===== src/rtl/tchain_pkg.sv =====
package tchain_pkg;
  localparam int unsigned DEF_SEG_LEN = 16;
  localparam int unsigned DEF_NUM_SEG = 4;

  typedef enum logic {
    MODE_CHAIN   = 1'b0,
    MODE_SECTION = 1'b1
  } link_mode_e;
endpackage


===== src/rtl/tchain_rst_sync.sv =====
module tchain_rst_sync #(
  parameter int unsigned STAGES = 2
) (
  input  logic clk,
  input  logic rst_n,
  output logic rst_sync_n
);
  logic [STAGES-1:0] sync_q;
  logic [STAGES-1:0] sync_d;

  always_comb begin
    sync_d = {sync_q[STAGES-2:0], 1'b1};
  end

  always_ff @(posedge clk or negedge rst_n) begin
    if (!rst_n) sync_q <= '0;
    else        sync_q <= sync_d;
  end

  assign rst_sync_n = sync_q[STAGES-1];
endmodule


===== src/rtl/tchain_section.sv =====
module tchain_section #(
  parameter int unsigned LEN = 16
) (
  input  logic           clk,
  input  logic           rst_n,
  input  logic           clr,
  input  logic           ser_in,
  output logic [LEN-1:0] stages
);
  logic [LEN-1:0] stg_q;
  logic [LEN-1:0] stg_d;
  logic           stg_en;

  // the chain advances on every edge; the enable is kept explicit
  assign stg_en = 1'b1;

  always_comb begin
    if (clr) stg_d = '0;
    else     stg_d = {stg_q[LEN-2:0], ser_in};
  end

  always_ff @(posedge clk or negedge rst_n) begin
    if (!rst_n)      stg_q <= '0;
    else if (stg_en) stg_q <= stg_d;
  end

  assign stages = stg_q;
endmodule


===== src/rtl/tchain_link_mux.sv =====
module tchain_link_mux #(
  parameter int unsigned NUM_SEG = 4
) (
  input  logic               din,
  input  logic               seg_mode,
  input  logic [NUM_SEG-2:0] tails,
  input  logic [NUM_SEG-2:0] ext_in,
  output logic [NUM_SEG-1:0] sec_in
);
  import tchain_pkg::*;

  link_mode_e mode;
  assign mode = link_mode_e'(seg_mode);

  assign sec_in[0] = din;

  for (genvar s = 1; s < NUM_SEG; s++) begin : g_link
    always_comb begin
      if (mode == MODE_SECTION) sec_in[s] = ext_in[s-1];
      else                      sec_in[s] = tails[s-1];
    end
  end
endmodule


===== src/rtl/tap_shift_chain.sv =====
module tap_shift_chain #(
  parameter int unsigned SEG_LEN = tchain_pkg::DEF_SEG_LEN,
  parameter int unsigned NUM_SEG = tchain_pkg::DEF_NUM_SEG
) (
  input  logic               clk,
  input  logic               rst_n,
  input  logic               clr,
  input  logic               seg_mode,
  input  logic               din,
  input  logic [NUM_SEG-2:0] tap_in,
  output logic [NUM_SEG-1:0] tap_q,
  output logic [NUM_SEG-1:0] tap_oe
);
  localparam int unsigned DEPTH = SEG_LEN * NUM_SEG;

  logic               rst_q_n;
  logic [DEPTH-1:0]   stage_q;
  logic [NUM_SEG-1:0] sec_in;
  logic [NUM_SEG-2:0] tails;

  tchain_rst_sync #(.STAGES(2)) u_rst (
    .clk        (clk),
    .rst_n      (rst_n),
    .rst_sync_n (rst_q_n)
  );

  tchain_link_mux #(.NUM_SEG(NUM_SEG)) u_link (
    .din      (din),
    .seg_mode (seg_mode),
    .tails    (tails),
    .ext_in   (tap_in),
    .sec_in   (sec_in)
  );

  for (genvar s = 0; s < NUM_SEG; s++) begin : g_sec
    tchain_section #(.LEN(SEG_LEN)) u_sec (
      .clk    (clk),
      .rst_n  (rst_q_n),
      .clr    (clr),
      .ser_in (sec_in[s]),
      .stages (stage_q[s*SEG_LEN +: SEG_LEN])
    );
    assign tap_q[s] = stage_q[(s+1)*SEG_LEN-1];
  end

  for (genvar s = 0; s < NUM_SEG-1; s++) begin : g_tail
    assign tails[s] = stage_q[(s+1)*SEG_LEN-1];
  end

  assign tap_oe = {NUM_SEG{~seg_mode}};
endmodule


===== config.mk =====
export PLATFORM = sky130hd
export DESIGN_NAME = tap_shift_chain
export DESIGN_NICKNAME = d
export VERILOG_FILES = /design/src/rtl/tchain_pkg.sv /design/src/rtl/tchain_rst_sync.sv /design/src/rtl/tchain_section.sv /design/src/rtl/tchain_link_mux.sv /design/src/rtl/tap_shift_chain.sv
export SDC_FILE = /design/constraint.sdc
export NUM_CORES = 1
export LEC_CHECK = 0
export CAP_MARGIN = 0
export CORE_AREA = 4 4 86 72
export DETAILED_ROUTE_END_ITERATION = 8
export DIE_AREA = 0 0 90 76
export PLACE_DENSITY = 0.66
export SLEW_MARGIN = 15
export SYNTH_ARGS = -nofsm -noshare
export SYNTH_HDL_FRONTEND = slang
export SYNTH_SLANG_ARGS = --single-unit

===== constraint.sdc =====
create_clock -name clk -period 2.16 [get_ports clk]
set_input_delay 0.216 -clock clk [delete_from_list [all_inputs] [get_ports clk]]
set_output_delay 0.216 -clock clk [all_outputs]
set_load 0.01 [all_outputs]

Yosys cells after proc, flatten, opt, wreduce, memory -nomap -nowiden:

Index checks and enable logic that the tools add are counted.

* input port bits: 8
* register bits after elaboration: 66
* output and inout port bits: 8

* muxes and demuxes: 7
* bitwise logic cells: 1

Operator list (count)
* $mux 16: 4
* $mux 1: 3
* $not 1->1: 1

Longest topological paths before layout:

* word-level depth: 2
* gate-level depth with buffers: 3

Hierarchy:

From an unflattened synthesis, not the netlist that was laid out.

* cells, all modules: 143
* area total of the unflattened synthesis: 2298.5 sq um

Modules (own cells, without submodules)
* tchain_section: area an instance 544.3 sq um, cells each 33, instances 4
* tchain_rst_sync: area an instance 53.8 sq um, cells each 3, instances 1
* tchain_link_mux: area an instance 41.3 sq um, cells each 4, instances 1
* tap_shift_chain: area an instance 26.3 sq um, cells each 4, instances 1

Least setup slack after synthesis:

No wires, ideal clock.

* path type: reg-to-output
* start point: reg g_sec[0].u_sec.stg_q[15]
* end point: out tap_q[0]
* stages on the path, launching flop included: 2
* required time: 1944 ps
* path buffers: 1
* arrival: 485 ps
* setup slack: 1459 ps
* cells stage by stage: dfrtp_1 > buf_4

RTL lines
* from (decl): line tchain_section.sv:10 `logic [LEN-1:0] stg_q;`
* from (signal assigned): line tchain_section.sv:24 `else if (stg_en) stg_q <= stg_d;`
* to (decl): line tap_shift_chain.sv:11 `output logic [NUM_SEG-1:0] tap_q,`

No word-level cell between the ends.

Worst setup path after layout:

* start point: in seg_mode
* end point: out tap_oe[2]

* longest elaborated chain between the ends: 1

RTL lines
* from (decl): line tap_shift_chain.sv:8 `input logic seg_mode,`
* $not 1->1: line tap_shift_chain.sv:50 `assign tap_oe = {NUM_SEG{~seg_mode}};`
* to (decl): line tap_shift_chain.sv:12 `output logic [NUM_SEG-1:0] tap_oe`

No other way between the ends.

==> flow_summary.yaml <==
setup_path:
  critPathMaxFanout: 4
  cp_data_arrival_time_ns: 1.47
  start_kind: "primary input"
  end_kind: "output port"
  cp_common_cell: "clkdlybuf4s50_1"
  worstSetupPathType: "primary input to output port"
  cpMaxStageDelayCell: "clkdlybuf4s50_1"
  cp.depth: 3
  worstPathBufferInverterCount: 3
  r2r_cells: 1
  cp_top_family: "buffers and inverters"
  required_ns: 1.94
  slowest_delay_ns: 0.55
  crit_path_cell_trace: "clkdlybuf4s50_1, inv_1, clkdlybuf4s50_1"
synthesis:
  synthArstFlopShare: 1.00
  synth_compound_area_frac: 0
  synthSimpleGateAreaFrac: 0.178
  syn_area_mm2: 0.00221
  yosysWarnings: 0
  synth-xor-area-share: 0
  syn_nets: 157
  synth_common_cells: "dfrtp_1, nor2b_1, buf_4, buf_6"
  avgSynthCellArea_um2: 14.9
  synth_area_leaders: "dfrtp_1, nor2b_1, buf_6"
  ys_seq_area_frac: 0.746
  post_synth_mux_area_share: 0.0136
  synth_top_family_by_area: "simple AND/OR/NAND/NOR gates"
  synth_top_area_share: 0.746
  synth-adder-area-share: 0
  synth-edff-count: 0
  synth_most_common_cell: "dfrtp_1"
  syn_inst: 149
  yosys.cell_types.count: 8
  ys_seq_elements: 66
  yosysTopAreaCell: "dfrtp_1"
  synthFlopType: "dfrtp_1"
floorplanning:
  core_mm2: 0.00532
  die_h_um: 76
  die-area_mm2: 0.00684
  io_pins: 16
  start_util: 0.416
  num_rows: 24
  die_w_um: 90
global_routing:
  grt_overflow: 0
  grt_pass1_vias: 1046
  grt_max_degree: 65
  antenna_found_initial: 0
  grt_pass1_wl_um: 5350
  grt_usage: 0.105
sta:
  hold_viol: 0
  finalSetupViolations: 0
  worstMarginPinSlew_ns: 0.758
  finClkSkew_ns: 0.00293
  tns_ns: 0
  drv_slew: 0
  max_freq_mhz: 595
  min_period_over_period: 0.778
  grt_setup_unrepaired: "false"
  period_minus_slack_ns: 1.68
  slew_headroom: 0.495
  setup_ws_ns: 0.479
  whs_ns: 0.0450
clock_network:
  htreeDepth: 3
  root_buffer: "clkbuf_8"
  clock_latency_ns: 0.33
  cts_tree: "built"
  cts_hold_buffers: 0
  cts_sinks: 66
  cts_resized: 0
  cts_setup_buffers: 0
  cts_made_buffers: 9
  cts_max_path_buffers: 2
  clkTransAtPathRegs_ns: 0.06
placement:
  dp_hpwl_um: 1640
  place_ws_ns: 0.468
  gp_congestion: 0.702
  dpl.cell_count: 217
  portBuffers: 15
final_layout:
  synthToLayoutAreaGrowth_pct: 13.3
  nets: 171
  final_cells: 233
  post-route-util: 0.472
  drive_above_1_share: 0.107
  n_antenna_cell: 0
  fillCellCount: 466
job:
  maxCapViolCount: 0
drt:
  drc_errors: 0
  drt_pass1_iterations: 4
  drt_iter0_markers: 41
  avgViaCountPerCell: 4.27
  antenna_left: 0
  vias: 995
  wl_um: 2950
  wl_per_cell_um: 12.7
worst_hold_path:
  min_path_type: "primary input to async pin"
pwr:
  vdd_drop_max_mv: 0.465
  p_per_area_mw_per_mm2: 894
  p_leak_nw: 1.24
run_status:
  status: "finished, final reports clean"
==> cell type report <==
cell class / instances / area, µm² / area share
Timing Repair Buffer: 17 / 160 / 0.0639
Multi-Input combinational cell: 68 / 427 / 0.170
Inverter: 1 / 3.75 / 0.00150
Clock inverter: 2 / 10.0 / 0.00399
Sequential cell: 66 / 1650 / 0.659
Clock buffer: 14 / 173 / 0.0689
Tap cell: 65 / 81.3 / 0.0324
==> final timing paths <==
kind	slack, ns	start	endpoint
max	0.48	seg_mode	tap_oe[2]
max in group asynchronous	1.25	u_rst.sync_q[1]$_DFF_PN0_	g_sec[0].u_sec.stages[14]$_DFF_PN0_
min	0.05	rst_n	u_rst.sync_q[1]$_DFF_PN0_
max reg2reg	1.25	u_rst.sync_q[1]$_DFF_PN0_	g_sec[0].u_sec.stages[14]$_DFF_PN0_
min in group clk	0.35	u_rst.sync_q[0]$_DFF_PN0_	u_rst.sync_q[1]$_DFF_PN0_
min reg2reg	0.35	u_rst.sync_q[0]$_DFF_PN0_	u_rst.sync_q[1]$_DFF_PN0_
==> logic make-up (layout without fill, tap and decap cells) <==
group | Yosys count | in the layout
flip-flops | 66 | 66
AND/OR/NAND/NOR | 64 | 64
buffers and inverters | 15 | 34
multiplexers | 3 | 3
other | 1 | 1
==> through the flow <==
stage          cell area, µm²  power [mW]
6_report                 2510        2.24
5_1_grt                  2510        2.35
4_1_cts                  2510        2.29
3_5_place_dp             2320        1.35
3_3_place_gp             2320        1.35
2_1_floorplan            2210        1.33
==> power breakdown <==
part	switching [mW]	internal, mW
sequential	0.00237	1.25
clock	0.412	0.508
combinational	0.0481	0.0252
==> routing by layer <==
layer  GRT usage  vias to the layer above  share of wire
met1       0.129                      507           0.46
met3      0.0592                        9          0.051
met4      0.0550                        0          0.023
met5           0                        -              0
li1            -                      465              -
met2       0.146                       14           0.46
==> cells in the final DEF, fill, tap and decap left out, drive strengths merged <==
| cell type | n |
|---|---|
| clkbuf | 14 |
| conb | 1 |
| clkinv | 2 |
| buf | 3 |
| nor2 | 3 |
| clkdlybuf4s50 | 14 |
| nor2b | 61 |
| dfrtp | 66 |
| inv | 1 |
| mux2i | 3 |
==> state kept, by name, summed over array words and instances (netlist names) <==
| signal | cells |
|---|---|
| g_sec.u_sec.stages | 64 |
| u_rst.sync_q | 2 |
(Power assumes the default switching activity.)
